## config.mk

```make
export PLATFORM = sky130hd
export DESIGN_NAME = ptw_walker
export DESIGN_NICKNAME = d
export VERILOG_FILES = /design/src/rtl/ptw_pkg.sv /design/src/rtl/ptw_addr_split.sv /design/src/rtl/ptw_entry_addr.sv /design/src/rtl/ptw_entry_decode.sv /design/src/rtl/ptw_ctrl.sv /design/src/rtl/ptw_walker.sv
export SDC_FILE = /design/constraint.sdc
export NUM_CORES = 1
export LEC_CHECK = 0
export ABC_AREA = 0
export BUFFER_PORTS_ARGS = -buffer_cell sky130_fd_sc_hd__buf_4
export CAP_MARGIN = 20
export CORE_UTILIZATION = 50
export DETAILED_ROUTE_END_ITERATION = 7
export PLACE_DENSITY = 0.9
export SLEW_MARGIN = 15
export SYNTH_ARGS = -nofsm -noshare
export SYNTH_HDL_FRONTEND = slang
export SYNTH_HIERARCHICAL = 1
export SYNTH_SLANG_ARGS = --single-unit
export TNS_END_PERCENT = 1
```

## constraint.sdc

```tcl
create_clock -name clk -period 1.95 [get_ports clk]
set_input_delay 0.195 -clock clk [delete_from_list [all_inputs] [get_ports clk]]
set_output_delay 0.195 -clock clk [all_outputs]
set_load 0.1 [all_outputs]
```

## src/rtl/ptw_pkg.sv

```systemverilog
package ptw_pkg;
   typedef enum logic [2:0] {
      WS_IDLE,
      WS_ISSUE_DIR,
      WS_WAIT_DIR,
      WS_ISSUE_TBL,
      WS_WAIT_TBL,
      WS_FINISH,
      WS_ABORT
   } walk_state_e;

   localparam logic LEVEL_DIR = 1'b0;
   localparam logic LEVEL_TBL = 1'b1;
endpackage

```

## src/rtl/ptw_addr_split.sv

```systemverilog
module ptw_addr_split #(
   parameter int ADDR_W = 32,
   parameter int DIR_W  = 10,
   parameter int TBL_W  = 10,
   localparam int OFF_W = ADDR_W - DIR_W - TBL_W
) (
   input  logic [ADDR_W-1:0] vaddr,
   output logic [DIR_W-1:0]  dir_idx,
   output logic [TBL_W-1:0]  tbl_idx,
   output logic [OFF_W-1:0]  offset
);
   assign dir_idx = vaddr[ADDR_W-1 -: DIR_W];
   assign tbl_idx = vaddr[OFF_W +: TBL_W];
   assign offset  = vaddr[OFF_W-1:0];
endmodule

```

## src/rtl/ptw_entry_addr.sv

```systemverilog
module ptw_entry_addr #(
   parameter int ADDR_W      = 32,
   parameter int OFF_W       = 12,
   parameter int IDX_W       = 10,
   parameter int ENTRY_BYTES = 4,
   localparam int FRAME_W    = ADDR_W - OFF_W,
   localparam int SHIFT      = $clog2(ENTRY_BYTES)
) (
   input  logic [FRAME_W-1:0] base_frame,
   input  logic [IDX_W-1:0]   idx,
   output logic [ADDR_W-1:0]  entry_addr
);
   logic [ADDR_W-1:0] base_byte;
   logic [ADDR_W-1:0] idx_ext;

   assign base_byte = {base_frame, {OFF_W{1'b0}}};
   assign idx_ext   = ADDR_W'(idx);

   generate
      if (SHIFT == 0) begin : g_byte_entries
         assign entry_addr = base_byte + idx_ext;
      end else begin : g_wide_entries
         assign entry_addr = base_byte + (idx_ext << SHIFT);
      end
   endgenerate
endmodule

```

## src/rtl/ptw_entry_decode.sv

```systemverilog
module ptw_entry_decode #(
   parameter int   ENTRY_W     = 32,
   parameter int   FRAME_W     = 20,
   parameter int   PRESENT_BIT = 0,
   parameter bit   PRESENT_HI  = 1'b1
) (
   input  logic [ENTRY_W-1:0] entry,
   output logic               present,
   output logic [FRAME_W-1:0] frame
);
   logic unused_flag_bits;

   assign frame            = entry[ENTRY_W-1 -: FRAME_W];
   assign unused_flag_bits = ^entry;

   generate
      if (PRESENT_HI) begin : g_pres_high
         assign present = entry[PRESENT_BIT];
      end else begin : g_pres_low
         assign present = ~entry[PRESENT_BIT];
      end
   endgenerate
endmodule

```

## src/rtl/ptw_ctrl.sv

```systemverilog
module ptw_ctrl
   import ptw_pkg::*;
(
   input  logic        clk,
   input  logic        rst_n,
   input  logic        start,
   input  logic        rd_valid,
   input  logic        present,
   output walk_state_e state,
   output logic        busy,
   output logic        rd_en,
   output logic        sel_dir,
   output logic        cap_dir,
   output logic        cap_tbl,
   output logic        done,
   output logic        fault,
   output logic        fault_level
);
   walk_state_e nxt;
   logic        level_q;

   always_comb begin
      nxt = state;
      unique case (state)
         WS_IDLE:      if (start) nxt = WS_ISSUE_DIR;
         WS_ISSUE_DIR: nxt = WS_WAIT_DIR;
         WS_WAIT_DIR:  if (rd_valid) nxt = present ? WS_ISSUE_TBL : WS_ABORT;
         WS_ISSUE_TBL: nxt = WS_WAIT_TBL;
         WS_WAIT_TBL:  if (rd_valid) nxt = present ? WS_FINISH : WS_ABORT;
         WS_FINISH:    nxt = WS_IDLE;
         WS_ABORT:     nxt = WS_IDLE;
         default:      nxt = WS_IDLE;
      endcase
   end

   always_ff @(posedge clk) begin
      if (!rst_n) begin
         state   <= WS_IDLE;
         level_q <= LEVEL_DIR;
      end else begin
         state <= nxt;
         if (state == WS_WAIT_DIR && rd_valid) level_q <= LEVEL_DIR;
         if (state == WS_WAIT_TBL && rd_valid) level_q <= LEVEL_TBL;
      end
   end

   assign busy        = (state != WS_IDLE);
   assign rd_en       = (state == WS_ISSUE_DIR) || (state == WS_ISSUE_TBL);
   assign sel_dir     = (state == WS_ISSUE_DIR);
   assign cap_dir     = (state == WS_WAIT_DIR) && rd_valid && present;
   assign cap_tbl     = (state == WS_WAIT_TBL) && rd_valid && present;
   assign done        = (state == WS_FINISH);
   assign fault       = (state == WS_ABORT);
   assign fault_level = level_q;
endmodule

```

## src/rtl/ptw_walker.sv

```systemverilog
module ptw_walker
   import ptw_pkg::*;
#(
   parameter int ADDR_W      = 32,
   parameter int DIR_W       = 10,
   parameter int TBL_W       = 10,
   parameter int ENTRY_W     = 32,
   parameter int PRESENT_BIT = 0,
   parameter bit PRESENT_HI  = 1'b1,
   localparam int OFF_W       = ADDR_W - DIR_W - TBL_W,
   localparam int FRAME_W     = ADDR_W - OFF_W,
   localparam int ENTRY_BYTES = ENTRY_W / 8
) (
   input  logic               clk,
   input  logic               rst_n,
   input  logic               req_valid,
   output logic               req_ready,
   input  logic [ADDR_W-1:0]  req_vaddr,
   input  logic [ADDR_W-1:0]  req_root,
   output logic               mem_rd_en,
   output logic [ADDR_W-1:0]  mem_rd_addr,
   input  logic               mem_rd_valid,
   input  logic [ENTRY_W-1:0] mem_rd_data,
   output logic               busy,
   output logic               done,
   output logic               fault,
   output logic               fault_level,
   output logic [FRAME_W-1:0] resp_frame,
   output logic [ADDR_W-1:0]  resp_paddr
);
   generate
      if (OFF_W < 1) begin : g_bad_split
         $error("ptw_walker: index fields leave no offset bits");
      end
      if (ENTRY_W % 8 != 0) begin : g_bad_entry
         $error("ptw_walker: entry width must be whole bytes");
      end
      if (ENTRY_W < FRAME_W + 1) begin : g_bad_frame
         $error("ptw_walker: entry too narrow for frame and present flag");
      end
      if (PRESENT_BIT >= ENTRY_W - FRAME_W) begin : g_bad_pres
         $error("ptw_walker: present flag overlaps the frame field");
      end
   endgenerate

   walk_state_e          state;
   logic                 start;
   logic                 present;
   logic                 sel_dir;
   logic                 cap_dir;
   logic                 cap_tbl;
   logic [FRAME_W-1:0]   entry_frame;
   logic [ADDR_W-1:0]    vaddr_q;
   logic [FRAME_W-1:0]   root_frame_q;
   logic [FRAME_W-1:0]   tbl_frame_q;
   logic [FRAME_W-1:0]   phys_frame_q;
   logic [DIR_W-1:0]     dir_idx;
   logic [TBL_W-1:0]     tbl_idx;
   logic [OFF_W-1:0]     offset;
   logic [ADDR_W-1:0]    dir_entry_addr;
   logic [ADDR_W-1:0]    tbl_entry_addr;
   logic                 unused_root_low;

   assign req_ready       = (state == WS_IDLE);
   assign start           = req_valid && req_ready;
   assign unused_root_low = ^req_root[OFF_W-1:0];

   ptw_ctrl u_ctrl (
      .clk         (clk),
      .rst_n       (rst_n),
      .start       (start),
      .rd_valid    (mem_rd_valid),
      .present     (present),
      .state       (state),
      .busy        (busy),
      .rd_en       (mem_rd_en),
      .sel_dir     (sel_dir),
      .cap_dir     (cap_dir),
      .cap_tbl     (cap_tbl),
      .done        (done),
      .fault       (fault),
      .fault_level (fault_level)
   );

   ptw_addr_split #(.ADDR_W(ADDR_W), .DIR_W(DIR_W), .TBL_W(TBL_W)) u_split (
      .vaddr   (vaddr_q),
      .dir_idx (dir_idx),
      .tbl_idx (tbl_idx),
      .offset  (offset)
   );

   ptw_entry_addr #(.ADDR_W(ADDR_W), .OFF_W(OFF_W), .IDX_W(DIR_W),
                    .ENTRY_BYTES(ENTRY_BYTES)) u_dir_addr (
      .base_frame (root_frame_q),
      .idx        (dir_idx),
      .entry_addr (dir_entry_addr)
   );

   ptw_entry_addr #(.ADDR_W(ADDR_W), .OFF_W(OFF_W), .IDX_W(TBL_W),
                    .ENTRY_BYTES(ENTRY_BYTES)) u_tbl_addr (
      .base_frame (tbl_frame_q),
      .idx        (tbl_idx),
      .entry_addr (tbl_entry_addr)
   );

   ptw_entry_decode #(.ENTRY_W(ENTRY_W), .FRAME_W(FRAME_W),
                      .PRESENT_BIT(PRESENT_BIT), .PRESENT_HI(PRESENT_HI)) u_dec (
      .entry   (mem_rd_data),
      .present (present),
      .frame   (entry_frame)
   );

   always_ff @(posedge clk) begin
      if (!rst_n) begin
         vaddr_q      <= '0;
         root_frame_q <= '0;
         tbl_frame_q  <= '0;
         phys_frame_q <= '0;
      end else begin
         if (start) begin
            vaddr_q      <= req_vaddr;
            root_frame_q <= req_root[ADDR_W-1:OFF_W];
         end
         if (cap_dir) tbl_frame_q  <= entry_frame;
         if (cap_tbl) phys_frame_q <= entry_frame;
      end
   end

   assign mem_rd_addr = sel_dir ? dir_entry_addr : tbl_entry_addr;
   assign resp_frame  = phys_frame_q;
   assign resp_paddr  = {phys_frame_q, offset};
endmodule

```

==> metrics.log <==
[metrics] combinational family with the most area after synthesis: multiplexers
[metrics] Static Leak: roughly 2.6 nW
[metrics] Cell Count Post-Placement: roughly 700
[metrics] Die X-Extent: ~110 um
[metrics] data required time at the worst endpoint: around 1800 ps
[metrics] via density per instance: 4.78
[metrics] maximum number of pins on one net before global-route repair: between 50 and 60
[metrics] cell depth of the worst hold path: 3
[metrics] DRC violation total after the first TritonRoute iteration: approximately 140
[metrics] top cell type by total area after synthesis: dfxtp_1
[metrics] DRC violations left: 0
[metrics] Overall Power: roughly 7.9 mW
[metrics] overall routing resource usage: 0.191
[metrics] TritonCTS sink count: 96
[metrics] sequential fraction of the synthesis area: 0.361
[metrics] path type of the worst min-delay path: primary input to register
[metrics] number of buffers inserted by port buffering: 164
[metrics] fraction of layout cells with a size suffix above 1: 0.399
[metrics] setup slack, reg-to-reg: 330 ps
[metrics] remaining number of nets flagged by the antenna check after routing: 0
[metrics] mean instance size in the synthesized netlist: around 9.5 sq um
[metrics] Fill cells: roughly 840
[metrics] number of max-slew violations in the final report: 0
[metrics] TritonCTS clock tree: built
[metrics] Final Hold Violating Endpoints: 0
[metrics] biggest area contributors in the synthesized netlist: dfxtp_1 36%, buf_4 19%, mux2i_1 17%
[metrics] Worst Setup Path Type: register to primary output
[metrics] total wire length after detailed routing: about 10000 um
[metrics] global-route wire length before repair: around 17000 um
[metrics] cells along the critical path: and2b_2 -> nor2b_4 -> buf_12 -> mux2_2 -> buf_6
[metrics] warnings from Yosys: 6
[metrics] area added between synthesis and finish: 12.2%
[metrics] mux cell area share after synthesis: 0.240
[metrics] area of all placed cells without fillers: ~6000 sq um
[metrics] Worst Hold Endpoint: root_frame_q[8]
[metrics] clock input transition at the sequential cells of the worst setup and hold paths: between 100 and 150 ps
[metrics] clock tree root buffer cell: clkbuf_8
[metrics] flip-flop and latch area: slightly below 2000 sq um
[metrics] hold path start: req_root[20]
[metrics] CP Max Fanout: 17
[metrics] remaining global-route overflow: 0
[metrics] post-synth top area share: 0.361
[metrics] number of antenna violations at the first check in global routing: 0
[metrics] clock insertion delay at the later pin of the skew report: about 360 ps
[metrics] Worst setup EP type: primary output
[metrics] Critical Path Start Type: register
[metrics] status: finished, violations left
[metrics] capture instance of the worst register-to-register path: resp_frame[1]
[metrics] number of diodes: 0
[metrics] simple-gate share of the synthesized area: 0.148
[metrics] Unique masters post-synth: 31
[metrics] number of nets at the end of the flow: between 600 and 700
[metrics] Crit path arrival time: roughly 1800 ps
[metrics] count of vias placed by the detailed router: 3468
[metrics] cell area power density: 1320 nW/um^2
[metrics] CP max stage cell: mux2_2
[metrics] final setup vio count: 30
[metrics] core footprint: between 10000 and 15000 sq um
[metrics] number of clock buffers inserted by TritonCTS: 9
[metrics] cells on worst reg2reg path: 7
[metrics] number of cell rows: 37
[metrics] cell count after synthesis: between 500 and 600
[metrics] total standard cell area after synthesis: about 5300 sq um
[metrics] post-synthesis share of cell area spent on xor and xnor gates: 0.00164
[metrics] maximum clock skew at final layout: ~11 ps
[metrics] Synth Area in Adders: 0
[metrics] Clock Path Buffers: 2
[metrics] I/O pin count: 190
[metrics] H-tree depth reported by CTS: 3
[metrics] Max Fclk: 496 MHz
[metrics] part of the cycle the worst path needs: 1.03
[metrics] number of global-route vias before repair: 3499
[metrics] normalized max-slew margin: 0.658
[metrics] post-route non-filler standard cell count: 725
[metrics] footprint of the multi-input gates: approximately 2200 sq um
[metrics] Period minus WS final: roughly 2000 ps
[metrics] per-cell routed wire length: 14.4 um
[metrics] RSZ-0062 raised after global routing: yes
[metrics] starting density of the core: 0.516
[metrics] largest voltage drop on the vdd net: approximately 0.9 mV
[metrics] die area: roughly 11000 sq um
[metrics] least setup slack across all paths after layout: -68.0 ps
[metrics] Critical R2R Launch: u_ctrl/state[0]
[metrics] slowest cell delay on critical path: 370 ps
[metrics] area after detailed placement: about 5700 sq um
[metrics] Compound-Gate Fraction of Synth Area: 0.00915
[metrics] number of register bits inferred by synthesis: 96
[metrics] max-capacitance violation count: 0
[metrics] y dimension of the die: 105 um
[metrics] violations in the final reports: negative setup slack
[metrics] HPWL after detailed placement: ~7300 um
[metrics] router iterations before antenna repair: 5
[metrics] placer's final routability congestion estimate: between 0.8 and 0.9
[metrics] actual transition at the worst max-transition pin: 516 ps
[layout make-up]
type                    instances  share of cell area
clock buffers                   9              0.0207
clock inverters                 7              0.0105
inverters                       2             0.00126
multi-input cells             299               0.363
flip-flops and latches         96               0.322
well taps                     136              0.0285
repair buffers                176               0.254
[routing by layer]
| layer | track usage | share of wire |
|---|---|---|
| met5 | 0 | 0 |
| met2 | 0.342 | 0.50 |
| met1 | 0.220 | 0.43 |
| met3 | 0.0538 | 0.060 |
| met4 | 0.0523 | 0.011 |
[worst max-delay path: cells and delay by family (launching register included)]
kind          cells  cell delay [ps]
simple gates      2              410
flops             1              320
buf+inv           2              370
mux               1              370
[metrics by stage]
step	setup TNS [ps]	utilization	worst slack, ps	hold slack [ps]
floorplan	-12430	-	-580	317
finish	-1420	0.579	-68.0	82.1
global route	-4260	0.579	-163	62.8
global placement	0	0.549	301	440
CTS	-2510	0.578	-107	57.0
detailed placement	0	0.549	272	447
[kinds of logic (layout without fill, tap and decap cells)]
family,Yosys count,count (layout)
buffers and inverters,171,194
AND/OR/NAND/NOR,163,163
multiplexers,124,124
flip-flops,96,96
AO/OA/AOI/OAI,7,7
other,2,4
XOR/XNOR,1,1
[report_power, final]
group / switching, mW / total (mW) / leakage, nW / internal [mW]
clock network: 0.752 / 1.24 / 0.0863 / 0.490
registers: 0.180 / 2.45 / 0.783 / 2.27
logic: 2.88 / 4.21 / 1.71 / 1.33
[worst max path at each step]
stage / from / to / depth (start not counted)
CTS: u_ctrl/state[2] / mem_rd_addr[11] / 5
global route: u_ctrl/state[2] / mem_rd_addr[11] / 5
detailed placement: u_ctrl/state[2] / mem_rd_addr[11] / 5
floorplan: u_ctrl/state[0] / mem_rd_addr[3] / 6
finish: u_ctrl/state[2] / mem_rd_addr[16] / 5
global placement: u_ctrl/state[2] / mem_rd_addr[14] / 5
[flip-flops by register name, summed over array words and instances (netlist names)]
name,cells
tbl_frame_q,20
u_ctrl/state,3
vaddr_q,32
u_ctrl/fault_level,1
root_frame_q,20
resp_frame,20
[what timing repair did]
item / CTS / global route
hold buffers: 0 / 0
buffers inserted: 0 / 1
endpoints found under the setup margin: 30 / 31
resized for setup: 30 / 1
[layout by cell type, fill, tap and decap left out, drive strengths merged, types with 2 or more instances in the layout]
cell,instances
a21boi,2
and2b,3
buf,176
clkbuf,9
clkinvlp,3
conb,4
dfxtp,96
inv,6
mux2,32
mux2i,92
nand2,106
nor2b,43
nor3,2
nor3b,2
o21ai,2
or3,2
[cells in the mapped netlist (all sizes together)]
| library cell | count |
|---|---|
| dfxtp | 96 |
| nor3b | 2 |
| a311oi | 1 |
| and2b | 3 |
| nand4bb | 1 |
| nor3 | 2 |
| conb | 2 |
| a21boi | 2 |
| a31o | 1 |
| or3 | 2 |
| mux2 | 32 |
| and3 | 1 |
| nor2b | 43 |
| nor4b | 1 |
| mux2i | 92 |
| clkbuf | 9 |
| o21ai | 2 |
| and2 | 1 |
| xnor2 | 1 |
| nand2 | 106 |
| o22ai | 1 |
| inv | 2 |
| buf | 160 |
| nor4bb | 1 |
No activity file was read; power rests on OpenSTA's default activity.
